**config.mk**
```make
export PLATFORM = sky130hd
export DESIGN_NAME = mw_eeprom_master
export DESIGN_NICKNAME = d
export VERILOG_FILES = /design/src/rtl/mw_eeprom_pkg.sv /design/src/rtl/mw_phase_timer.sv /design/src/rtl/mw_shift_reg.sv /design/src/rtl/mw_pin_drive.sv /design/src/rtl/mw_eeprom_master.sv
export SDC_FILE = /design/constraint.sdc
export NUM_CORES = 1
export LEC_CHECK = 0
export BUFFER_PORTS_ARGS = -buffer_cell sky130_fd_sc_hd__clkbuf_2
export CORE_MARGIN = 2
export CORE_UTILIZATION = 50
export CTS_BUF_LIST = sky130_fd_sc_hd__clkbuf_4 sky130_fd_sc_hd__clkbuf_8
export CTS_CLUSTER_SIZE = 40
export DETAILED_ROUTE_END_ITERATION = 10
export PLACE_DENSITY = 0.72
export SETUP_SLACK_MARGIN = 0.3
export SKIP_CTS_REPAIR_TIMING = 1
export SLEW_MARGIN = 40
export SYNTH_ARGS = -nofsm -noshare
export SYNTH_HDL_FRONTEND = slang
export SYNTH_SLANG_ARGS = --single-unit
```
**constraint.sdc**
```tcl
create_clock -name clk -period 2.5 [get_ports clk]
set_input_delay 0.125 -clock clk [delete_from_list [all_inputs] [get_ports clk]]
set_output_delay 0.125 -clock clk [all_outputs]
set_load 0.03 [all_outputs]
```
**src/rtl/mw_eeprom_pkg.sv**
```systemverilog
package mw_eeprom_pkg;

  localparam int unsigned MW_ADDR_W  = 6;
  localparam int unsigned MW_DATA_W  = 16;
  localparam int unsigned MW_CMD_W   = 3 + MW_ADDR_W;
  localparam int unsigned MW_FRAME_W = MW_CMD_W + MW_DATA_W;
  localparam int unsigned MW_CNT_W   = $clog2(MW_FRAME_W + 1);
  localparam int unsigned MW_SEG_W   = 4;

  localparam logic [2:0] OP_READ  = 3'b110;
  localparam logic [2:0] OP_WRITE = 3'b101;
  localparam logic [4:0] OP_WEN   = 5'b10011;
  localparam logic [4:0] OP_WDIS  = 5'b10000;

  typedef enum logic [2:0] {
    ST_IDLE, ST_SETUP, ST_OUT, ST_IN, ST_STBY, ST_POLL, ST_CLEAN, ST_DONE
  } mw_state_e;

  // Segment list of a command: which kind of step runs at position seg.
  function automatic mw_state_e seg_kind(input logic wr, input logic [MW_SEG_W-1:0] seg);
    mw_state_e k;
    if (wr) begin
      case (seg)
        4'd0: k = ST_SETUP;
        4'd1: k = ST_OUT;
        4'd2: k = ST_STBY;
        4'd3: k = ST_OUT;
        4'd4: k = ST_STBY;
        4'd5: k = ST_POLL;
        4'd6: k = ST_STBY;
        4'd7: k = ST_OUT;
        4'd8: k = ST_CLEAN;
        default: k = ST_DONE;
      endcase
    end else begin
      case (seg)
        4'd0: k = ST_SETUP;
        4'd1: k = ST_OUT;
        4'd2: k = ST_IN;
        4'd3: k = ST_STBY;
        default: k = ST_DONE;
      endcase
    end
    return k;
  endfunction

  // Left-aligned bit frame to shift out in an output segment.
  function automatic logic [MW_FRAME_W-1:0] seg_frame(
      input logic wr, input logic [MW_SEG_W-1:0] seg,
      input logic [MW_ADDR_W-1:0] addr, input logic [MW_DATA_W-1:0] data);
    logic [MW_FRAME_W-1:0] f;
    f = '0;
    if (!wr)                f[MW_FRAME_W-1 -: MW_CMD_W] = {OP_READ, addr};
    else if (seg == 4'd1)   f[MW_FRAME_W-1 -: 5] = OP_WEN;
    else if (seg == 4'd3)   f = {OP_WRITE, addr, data};
    else                    f[MW_FRAME_W-1 -: 5] = OP_WDIS;
    return f;
  endfunction

  function automatic logic [MW_CNT_W-1:0] seg_bits(input logic wr, input logic [MW_SEG_W-1:0] seg);
    return (wr && seg == 4'd3) ? MW_CNT_W'(MW_FRAME_W) : MW_CNT_W'(MW_CMD_W);
  endfunction

endpackage

```
**src/rtl/mw_phase_timer.sv**
```systemverilog
module mw_phase_timer #(
  parameter int unsigned PHASE_CYC = 5000
) (
  input  logic clk,
  input  logic rst_n,
  input  logic run,
  output logic tick
);
  localparam int unsigned PH_W = $clog2(PHASE_CYC + 1);

  logic [PH_W-1:0] cnt_q;

  assign tick = run && (cnt_q == PH_W'(PHASE_CYC - 1));

  always_ff @(posedge clk or negedge rst_n) begin
    if (!rst_n)            cnt_q <= '0;
    else if (!run || tick) cnt_q <= '0;
    else                   cnt_q <= cnt_q + 1'b1;
  end

  // the phase counter never passes the end of a phase
  a_r2_phase_bound: assert property (@(posedge clk) disable iff (!rst_n)
    cnt_q < PH_W'(PHASE_CYC));
endmodule

```
**src/rtl/mw_shift_reg.sv**
```systemverilog
module mw_shift_reg #(
  parameter int unsigned W     = 25,
  parameter int unsigned LOW_W = 16
) (
  input  logic             clk,
  input  logic             rst_n,
  input  logic             load,
  input  logic [W-1:0]     load_val,
  input  logic             shl,
  input  logic             shin,
  input  logic             din,
  output logic             msb,
  output logic [LOW_W-1:0] low
);
  logic [W-1:0] sr_q;

  always_ff @(posedge clk or negedge rst_n) begin
    if (!rst_n)     sr_q <= '0;
    else if (load)  sr_q <= load_val;
    else if (shl)   sr_q <= {sr_q[W-2:0], 1'b0};
    else if (shin)  sr_q <= {sr_q[W-2:0], din};
  end

  assign msb = sr_q[W-1];
  assign low = sr_q[LOW_W-1:0];
endmodule

```
**src/rtl/mw_pin_drive.sv**
```systemverilog
module mw_pin_drive
  import mw_eeprom_pkg::*;
(
  input  mw_state_e  state,
  input  logic [1:0] sub,
  input  logic       msb,
  input  logic       idle_cs,
  input  logic       wr,
  output logic       cs,
  output logic       sk,
  output logic       di
);
  always_comb begin
    cs = 1'b1;
    sk = 1'b0;
    di = 1'b0;
    case (state)
      ST_IDLE:  cs = idle_cs;
      ST_SETUP: cs = (sub == 2'd0) ? idle_cs : 1'b1;
      ST_OUT:   begin di = msb; sk = (sub == 2'd1); end
      ST_IN:    sk = (sub == 2'd0);
      ST_STBY:  begin cs = sub[1]; sk = sub[1] ^ sub[0]; end
      ST_POLL:  cs = 1'b1;
      ST_CLEAN: begin cs = 1'b0; sk = (sub == 2'd1); end
      ST_DONE:  cs = ~wr;
      default:  cs = 1'b0;
    endcase
  end
endmodule

```
**src/rtl/mw_eeprom_master.sv**
```systemverilog
module mw_eeprom_master
  import mw_eeprom_pkg::*;
#(
  parameter int unsigned PHASE_CYC = 5000,
  parameter int unsigned POLL_MAX  = 200
) (
  input  logic                 clk,
  input  logic                 rst_n,
  input  logic                 cmd_valid,
  input  logic                 cmd_write,
  input  logic [MW_ADDR_W-1:0] cmd_addr,
  input  logic [MW_DATA_W-1:0] cmd_wdata,
  output logic                 busy,
  output logic                 done,
  output logic [MW_DATA_W-1:0] rd_data,
  output logic                 timeout,
  output logic                 ee_cs,
  output logic                 ee_sk,
  output logic                 ee_di,
  input  logic                 ee_do
);
  localparam int unsigned POLL_W = $clog2(POLL_MAX + 1);

  mw_state_e             state_q;
  logic [MW_SEG_W-1:0]   seg_q;
  logic [1:0]            sub_q;
  logic [MW_CNT_W-1:0]   bit_q, nbits_q;
  logic [POLL_W-1:0]     poll_q;
  logic                  wr_q, tmo_q, idle_cs_q;
  logic [MW_ADDR_W-1:0]  addr_q;
  logic [MW_DATA_W-1:0]  wdata_q;
  logic [1:0]            do_sync_q;

  // named internal events
  logic                  do_s, accept, run, tick, seg_end, shl, shin, load, msb;
  logic                  poll_hit, poll_expire;
  logic [MW_SEG_W-1:0]   nseg;
  mw_state_e             nkind;

  assign do_s   = do_sync_q[1];
  assign accept = (state_q == ST_IDLE) && cmd_valid;
  assign run    = (state_q != ST_IDLE) && (state_q != ST_DONE);
  assign nseg   = seg_q + 1'b1;
  assign nkind  = seg_kind(wr_q, nseg);

  assign poll_hit    = tick && (state_q == ST_POLL) && do_s;
  assign poll_expire = tick && (state_q == ST_POLL) && !do_s && (poll_q == POLL_W'(POLL_MAX - 1));

  always_comb begin
    seg_end = 1'b0;
    case (state_q)
      ST_SETUP: seg_end = tick && (sub_q == 2'd1);
      ST_OUT:   seg_end = tick && (sub_q == 2'd2) && (bit_q == nbits_q - 1'b1);
      ST_IN:    seg_end = tick && (sub_q == 2'd1) && (bit_q == MW_CNT_W'(MW_DATA_W - 1));
      ST_STBY:  seg_end = tick && (sub_q == 2'd3);
      ST_POLL:  seg_end = poll_hit || poll_expire;
      ST_CLEAN: seg_end = tick && (sub_q == 2'd2);
      default:  seg_end = 1'b0;
    endcase
  end

  assign load = seg_end && (nkind == ST_OUT);
  assign shl  = tick && (state_q == ST_OUT) && (sub_q == 2'd2);
  assign shin = tick && (state_q == ST_IN) && (sub_q == 2'd0);

  mw_phase_timer #(.PHASE_CYC(PHASE_CYC)) timer_i (
    .clk(clk), .rst_n(rst_n), .run(run), .tick(tick));

  mw_shift_reg #(.W(MW_FRAME_W), .LOW_W(MW_DATA_W)) shreg_i (
    .clk(clk), .rst_n(rst_n), .load(load),
    .load_val(seg_frame(wr_q, nseg, addr_q, wdata_q)),
    .shl(shl), .shin(shin), .din(do_s), .msb(msb), .low(rd_data));

  mw_pin_drive pins_i (
    .state(state_q), .sub(sub_q), .msb(msb), .idle_cs(idle_cs_q), .wr(wr_q),
    .cs(ee_cs), .sk(ee_sk), .di(ee_di));

  always_ff @(posedge clk or negedge rst_n) begin
    if (!rst_n) do_sync_q <= '0;
    else        do_sync_q <= {do_sync_q[0], ee_do};
  end

  always_ff @(posedge clk or negedge rst_n) begin
    if (!rst_n) begin
      state_q <= ST_IDLE; seg_q <= '0; sub_q <= '0; bit_q <= '0; nbits_q <= '0;
      poll_q <= '0; wr_q <= 1'b0; tmo_q <= 1'b0; idle_cs_q <= 1'b0;
      addr_q <= '0; wdata_q <= '0;
    end else if (accept) begin
      state_q <= ST_SETUP; seg_q <= '0; sub_q <= '0; tmo_q <= 1'b0;
      wr_q <= cmd_write; addr_q <= cmd_addr; wdata_q <= cmd_wdata;
    end else if (state_q == ST_DONE) begin
      state_q   <= ST_IDLE;
      idle_cs_q <= ~wr_q;
    end else if (seg_end) begin
      state_q <= nkind; seg_q <= nseg; sub_q <= '0; bit_q <= '0; poll_q <= '0;
      nbits_q <= seg_bits(wr_q, nseg);
      if (poll_expire) tmo_q <= 1'b1;
    end else if (tick) begin
      case (state_q)
        ST_OUT: if (sub_q == 2'd2) begin sub_q <= '0; bit_q <= bit_q + 1'b1; end
                else sub_q <= sub_q + 1'b1;
        ST_IN:  if (sub_q == 2'd1) begin sub_q <= '0; bit_q <= bit_q + 1'b1; end
                else sub_q <= 2'd1;
        ST_POLL: poll_q <= poll_q + 1'b1;
        default: sub_q <= sub_q + 1'b1;
      endcase
    end
  end

  assign busy    = (state_q != ST_IDLE);
  assign done    = (state_q == ST_DONE);
  assign timeout = tmo_q;

  // data line is steady across a clock-high phase
  a_r2_di_steady: assert property (@(posedge clk) disable iff (!rst_n)
    (ee_sk && $past(ee_sk)) |-> $stable(ee_di));
  // chip select never rises with data high
  a_r3_cs_rise_di_low: assert property (@(posedge clk) disable iff (!rst_n)
    $rose(ee_cs) |-> !ee_di);
  // data line low while receiving, in standby and while polling
  a_r5_di_low: assert property (@(posedge clk) disable iff (!rst_n)
    (state_q == ST_IN || state_q == ST_STBY || state_q == ST_POLL) |-> !ee_di);
  // poll count stays within its bound
  a_r8_poll_bound: assert property (@(posedge clk) disable iff (!rst_n)
    (state_q == ST_POLL) |-> (poll_q < POLL_W'(POLL_MAX)));
  // timeout holds until a new command is taken
  a_r9_tmo_hold: assert property (@(posedge clk) disable iff (!rst_n)
    (timeout && !accept) |=> timeout);
  // captured command is frozen while busy
  a_r11_cmd_frozen: assert property (@(posedge clk) disable iff (!rst_n)
    busy |=> ($stable(addr_q) && $stable(wr_q) && $stable(wdata_q)));
  // completion is a single-cycle pulse followed by idle
  a_r12_done_pulse: assert property (@(posedge clk) disable iff (!rst_n)
    done |=> (!done && !busy));
  // clock is low and select matches the command type at completion
  a_r10_done_pins: assert property (@(posedge clk) disable iff (!rst_n)
    done |-> (!ee_sk && !ee_di && (ee_cs == !wr_q)));
endmodule

```
# After elaboration in Yosys (flattened, before gate mapping)
# Memories as Yosys holds them, arrays and structs flattened.
# Cells that the tools add are included.
[word_totals]
n_memories = 1
regBits = 92
out_inout_bits = 22
input_bits = 27
word_cells = 133
rom_bits = 48
[classes]
reduce_logical = 42
eq_ne = 23
mux = 43
bitwise_logic = 4
addsub = 6
[memory_table]
columns = ["memory", "words", "width", "rd", "rd_ports_with_merged_regs", "wr", "line", "source"]
rows = [
  ["(name not given)", 16, 3, 1, 0, 0, "mw_eeprom_pkg.sv:23", "case (seg)"],
]
[ops]
columns = ["op", "count"]
rows = [
  ["$mux 25", 3],
  ["$mux 20", 2],
  ["$mux 5", 5],
  ["$mux 8", 3],
  ["$logic_and 1x1->1", 18],
  ["$mux 3", 6],
  ["$mux 16", 1],
  ["$reduce_bool 3->1", 5],
  ["$add 13x1->13 const B", 1],
  ["$eq 13x13->1 const B", 1],
  ["$mux 13", 1],
  ["$eq 3x3->1 const B", 4],
  ["$mux 4", 3],
  ["$ne 3x3->1 const B", 4],
  ["$pmux 3 s4", 1],
  ["$mux 2", 5],
  ["$pmux 5 s2", 1],
  ["$eq 3x2->1 const B", 3],
  ["$mux 9", 1],
  ["$reduce_and 3->1", 3],
  ["$add 8x1->8 const B", 1],
  ["$eq 4x2->1 const B", 2],
  ["$eq 8x8->1 const B", 1],
  ["$reduce_bool 2->1", 4],
  ["27 further kinds", 39],
]

# Logic depth before layout (Yosys ltp)
[depth]
depth_word = 11
ltp_mapped = 11

# By module
# From an unflattened synthesis, not the netlist that was laid out.
[unflattened]
hier_cells = 522
hier_area_um2 = 5032.3
[modules_own_cells]
columns = ["mod", "seq_area_each_um2", "cells_each", "instances", "area_per_inst_um2"]
rows = [
  ["mw_eeprom_master", 1276.2, 308, 1, 2778.9],
  ["mw_shift_reg", 625.6, 134, 1, 1476.4],
  ["mw_phase_timer", 325.3, 65, 1, 666.9],
  ["mw_pin_drive", 0.0, 15, 1, 110.1],
]

# Worst setup path after synthesis
# OpenSTA, ideal clock, no wires.
[synth_timing]
kind = "reg2reg"
from = "register seg_q[0]"
to = "register shreg_i.sr_q[22]"
setup_ps = 125
required_time_ps = 2375
stages_incl_launch_ff = 10
arrival_time_ps = 2314
setup_slack_ps = 61
cell_sequence = "dfrtp_1 -> ha_1 -> ha_1 -> clkbuf_1 -> mux2i_1 -> a21oi_1 -> o21ai_0 -> and4b_1 -> buf_4 -> mux2_2"
[synth_between]
elab_chain_cells = 7
[synth_rtl]
columns = ["element", "line", "source"]
rows = [
  ["start: declaration", "mw_eeprom_master.sv:25", "logic [MW_SEG_W-1:0] seg_q;"],
  ["start signal: assignment", "mw_eeprom_master.sv:85", "state_q <= ST_IDLE; seg_q <= '0; sub_q <= '0; bit_q <= '0; nbits_q <= '0;"],
  ["start signal: assignment", "mw_eeprom_master.sv:89", "state_q <= ST_SETUP; seg_q <= '0; sub_q <= '0; tmo_q <= 1'b0;"],
  ["start signal: assignment", "mw_eeprom_master.sv:95", "state_q <= nkind; seg_q <= nseg; sub_q <= '0; bit_q <= '0; poll_q <= '0;"],
  ["$add 4x1->4 (*)", "mw_eeprom_master.sv:43", "assign nseg = seg_q + 1'b1;"],
  ["parallel branches: the longest is 6 deep, another holds $mem_v2 16x3", "--", ""],
  ["end signal: assignment", "mw_shift_reg.sv:19", "else if (load) sr_q <= load_val;"],
  ["end signal: assignment", "mw_shift_reg.sv:20", "else if (shl) sr_q <= {sr_q[W-2:0], 1'b0};"],
  ["end signal: assignment", "mw_shift_reg.sv:21", "else if (shin) sr_q <= {sr_q[W-2:0], din};"],
  ["end: declaration", "mw_shift_reg.sv:15", "logic [W-1:0] sr_q;"],
]
# Mark *: on every way between the ends.
# A chain may end at the register's enable or synchronous reset.

# Final worst setup path
[layout_timing]
from = "register poll_q[1]"
to = "register shreg_i.sr_q[15]"
[layout_between]
elab_chain_cells = 6
[layout_rtl]
columns = ["element", "line", "source"]
rows = [
  ["start: declaration", "mw_eeprom_master.sv:28", "logic [POLL_W-1:0] poll_q;"],
  ["start signal: assignment", "mw_eeprom_master.sv:104", "ST_POLL: poll_q <= poll_q + 1'b1;"],
  ["$eq 8x8->1 (*)", "mw_eeprom_master.sv:47", "assign poll_expire = tick && (state_q == ST_POLL) && !do_s && (poll_q == POLL_W'(POLL_MAX - 1));"],
  ["$logic_and 1x1->1 (*)", "mw_eeprom_master.sv:47", ""],
  ["$logic_or 1x1->1 (*)", "mw_eeprom_master.sv:56", "ST_POLL: seg_end = poll_hit || poll_expire;"],
  ["$pmux 1 s6 (*)", "mw_eeprom_master.sv:51", "case (state_q)"],
  ["$logic_and 1x1->1 (*)", "mw_eeprom_master.sv:62", "assign load = seg_end && (nkind == ST_OUT);"],
  ["$reduce_bool 3->1 (no line) or $mux 25 (tied branches)", "--", ""],
]
# Mark *: on every way between the ends. The rest lies on a longest branch, timed or not.

==> run metrics <==
worst slew pin tran 0.689 ns; Hold Path Class in2reg; via count about 3.6k; Mapped Cells 480; R2R Path Start poll_q[1]; gr ovfl total 0; pin count of the biggest net entering global routing 54; critical hold path startpoint cmd_valid; Chip Width 100 µm; nets 602; Clock Skew 0.0154 ns; f_max 421 MHz; CTS H-Tree Depth 3; antenna viol nets, final 0; wire per inst 15.9 µm; # IOs 49; Worst R2R Path Depth 8; register area share after synthesis 0.480; GPL Wtd Cong about 0.87; post-detail-place hpwl 6.72 mm; maxcap violations 0; adder-cell area share of the yosys netlist 0.0378; minimum clock period about 2.4 ns; Worst Setup End Kind flip-flop; CP Max Fanout 9; P_leak 2.69 nW; yosys warns 0; worst vdd ir approximately 0.00026 V; Antenna Cells 0; hold path endpoint state_q[0]; layout cells sized above 1 0.263; compound-gate portion of the synthesized area 0.0618; DRT Pass-1 Iters 4; GRT Util Overall 0.203; Post-synth top flop dfrtp_1; Setup crit start poll_q[1]; mux cell area share after synthesis 0.115; Reg area around 0.0022 mm²; Clock transition at path regs 0.09 ns; Post-Synth Simple-Gate Area 0.197; WL final 10.7 mm; Final Setup Violations 0; Async S/R FF share, synth 1.00; DRC 0; Pins Over Slew Limit 0; # fillers 709; CTS Buf Count 9; crit path DAT 2.66 ns; row cnt 35; initial antenna violation count 0; clk_lat worst skew 0.36 ns; met2 Use GR 0.323; Crit Path Class reg2reg; XOR/XNOR share of the synthesized area 0.0453; clock buffer depth 2; clock sinks 89; GR Layer Usage met1 0.278; Tcrit/Tclk final 0.950; Max stage delay cell, worst path dfrtp_1; met3 GRT Util 0.0404; synthesized net count 521; DIE AREA 0.0101 mm²; Core Area between 0.009 and 0.01 mm²; mapped cell area about 0.0046 mm²; Mapped Avg Cell Area just under 10 µm²; Final Core Density 0.650; Worst path max stage delay 0.43 ns; Worst R2R Setup Slack about 0.13 ns; worst rel slew slack 0.541; CP required 2.79 ns; initial cell density of the core 0.509; Via density around 5.4; CP Launch Type flip-flop; first-pass GRT wire length 16.2 mm; largest family of logic cells by synthesized area simple AND/OR/NAND/NOR gates; vias in the first global route about 3.4k; Final Hold Vio Count 0; I/O Buffers 48; RR Endpoint shreg_i.sr_q[15]; 1st-iter DRT viols 181; placed inst area 0.00497 mm²; hold path cells 4; busiest grt layer met2; chip height 100 µm; Area Growth Syn to Fin 27.7%; number of enable flip-flop cells after synthesis 0; outcome completed; fin area 0.00592 mm²; Netlist cell types between 40 and 50; PwrDens 568 mW/mm²; RSZ-0062 raised after global routing true; Synth Register Bits a little under 90; multi-input logic area 0.00242 mm²; critical path, cell by cell ha_4, nand4b_1, nor4b_2, o21ai_1, a311oi_2, and4b_2, clkbuf_16, mux2i_1; CTS tree done; clk root buf clkbuf_8
==> stage by stage <==
stage | std cells | power, mW | TNS, ns | hold slack (ns) | setup WS [ns]
floorplan | 480 | 2.06 | 0 | -0.171 | 0.306
global placement | 620 | 2.21 | 0 | 0.211 | 0.173
detailed placement | 620 | 2.24 | 0 | 0.221 | 0.0824
CTS | 636 | 3.27 | 0 | -0.174 | 0.0715
global route | 677 | 3.55 | -0.242 | 0.320 | -0.0296
finish | 677 | 3.37 | 0 | 0.301 | 0.125
==> layout by cell type (no fill, tap or decap), types with 3 or more instances in the layout <==
cell and count:
mux2i_1 50, ha_2 3, nand2_1 112, clkbuf_16 3, a21oi_1 6, nor2_4 8, dfrtp_2 3, dfrtp_1 86
buf_4 24, nor3_1 6, buf_12 4, and3_1 7, nor2b_1 3, nor2_1 26, inv_1 13, clkbuf_2 47
ha_1 5, xor2_1 15, nand3_1 13, clkbuf_8 11, o21ai_1 5, mux2_2 3, buf_6 4, a211o_1 3
dlygate4sd3_1 25, xnor2_1 8, ha_4 6, nand4_1 3, o21ai_0 7
==> how the worst max path moves through the flow <==
| stage | end | slack [ns] | depth (start not counted) |
|---|---|---|---|
| floorplan | shreg_i.sr_q[23] | 0.31 | 11 |
| global placement | shreg_i.sr_q[22] | 0.17 | 7 |
| detailed placement | shreg_i.sr_q[24] | 0.08 | 9 |
| CTS | shreg_i.sr_q[24] | 0.07 | 9 |
| global route | shreg_i.sr_q[21] | -0.03 | 8 |
| finish | shreg_i.sr_q[15] | 0.13 | 8 |
==> flip-flops by register name (all words and copies together), names as in the netlist <==
name / count
bit_q: 5
state_q: 3
addr_q: 6
sub_q: 2
seg_q: 4
timer_i.cnt_q: 13
idle_cs_q: 1
timeout: 1
wdata_q: 16
wr_q: 1
do_sync_q: 2
nbits_q: 2
poll_q: 8
shreg_i.sr_q: 25
==> per-layer routing <==
layer  vias to the layer above  share of wire
met5                         -              0
met4                         0          0.012
met3                        10          0.038
met2                        71           0.50
met1                      1795           0.45
li1                       1755              -
==> cells by family (layout without fill, tap and decap cells) <==
logic type	after synthesis	after routing
DFF	89	89
xor gates and xnor gates	24	24
adders and majority gates	14	14
AOI/OAI and AO/OA	43	43
muxes	53	53
buffers and inverters	52	138
and+or+nand+nor	205	205
==> synthesized netlist by cell type, types with 2 or more instances <==
| cell | n | share of area |
|---|---|---|
| buf_4 | 19 | 0.031 |
| and3_1 | 8 | 0.011 |
| mux2_2 | 3 | 0.0073 |
| a211o_1 | 3 | 0.0057 |
| buf_8 | 2 | 0.0065 |
| nand2b_1 | 2 | 0.0027 |
| ha_1 | 14 | 0.038 |
| nand3_1 | 14 | 0.015 |
| nand4_1 | 3 | 0.0040 |
| and4_1 | 2 | 0.0038 |
| nor2_1 | 34 | 0.028 |
| xor2_1 | 16 | 0.030 |
| mux2i_1 | 50 | 0.11 |
| nor2b_1 | 3 | 0.0040 |
| nor4_1 | 3 | 0.0040 |
| dfrtp_1 | 89 | 0.48 |
| a21oi_1 | 8 | 0.0086 |
| clkbuf_1 | 13 | 0.011 |
| a211oi_1 | 4 | 0.0065 |
| nand2_1 | 116 | 0.094 |
| or2_2 | 2 | 0.0027 |
| xnor2_1 | 8 | 0.015 |
| a31oi_1 | 2 | 0.0027 |
| buf_2 | 3 | 0.0032 |
| nand4b_1 | 2 | 0.0038 |
| and2_1 | 2 | 0.0027 |
| o21ai_0 | 14 | 0.015 |
| nor4bb_1 | 3 | 0.0065 |
| a22oi_1 | 2 | 0.0032 |
| nor3_1 | 6 | 0.0065 |
| inv_1 | 15 | 0.012 |
==> worst max-delay path: cells and delay by family (launching register included) <==
family | cells | cell delay [ns]
mux | 1 | 0.19
buf+inv | 1 | 0.21
fa+ha+maj | 1 | 0.17
simple gates | 3 | 0.86
compound gates | 2 | 0.46
flops | 1 | 0.43
==> area by class of cell <==
cell class / instances / share of cell area
clock buffer: 11 / 0.0256
clock inverter: 5 / 0.0106
inverter: 15 / 0.00951
multi-input combinational: 339 / 0.408
sequential: 89 / 0.377
tap: 111 / 0.0234
timing repair buffer: 107 / 0.146
==> power breakdown <==
part           internal (mW)  total, mW  switching [mW]
Clock                  0.522       1.04           0.523
Combinational          0.261      0.560           0.299
Sequential              1.61       1.76           0.152
(Power assumes the default switching activity.)
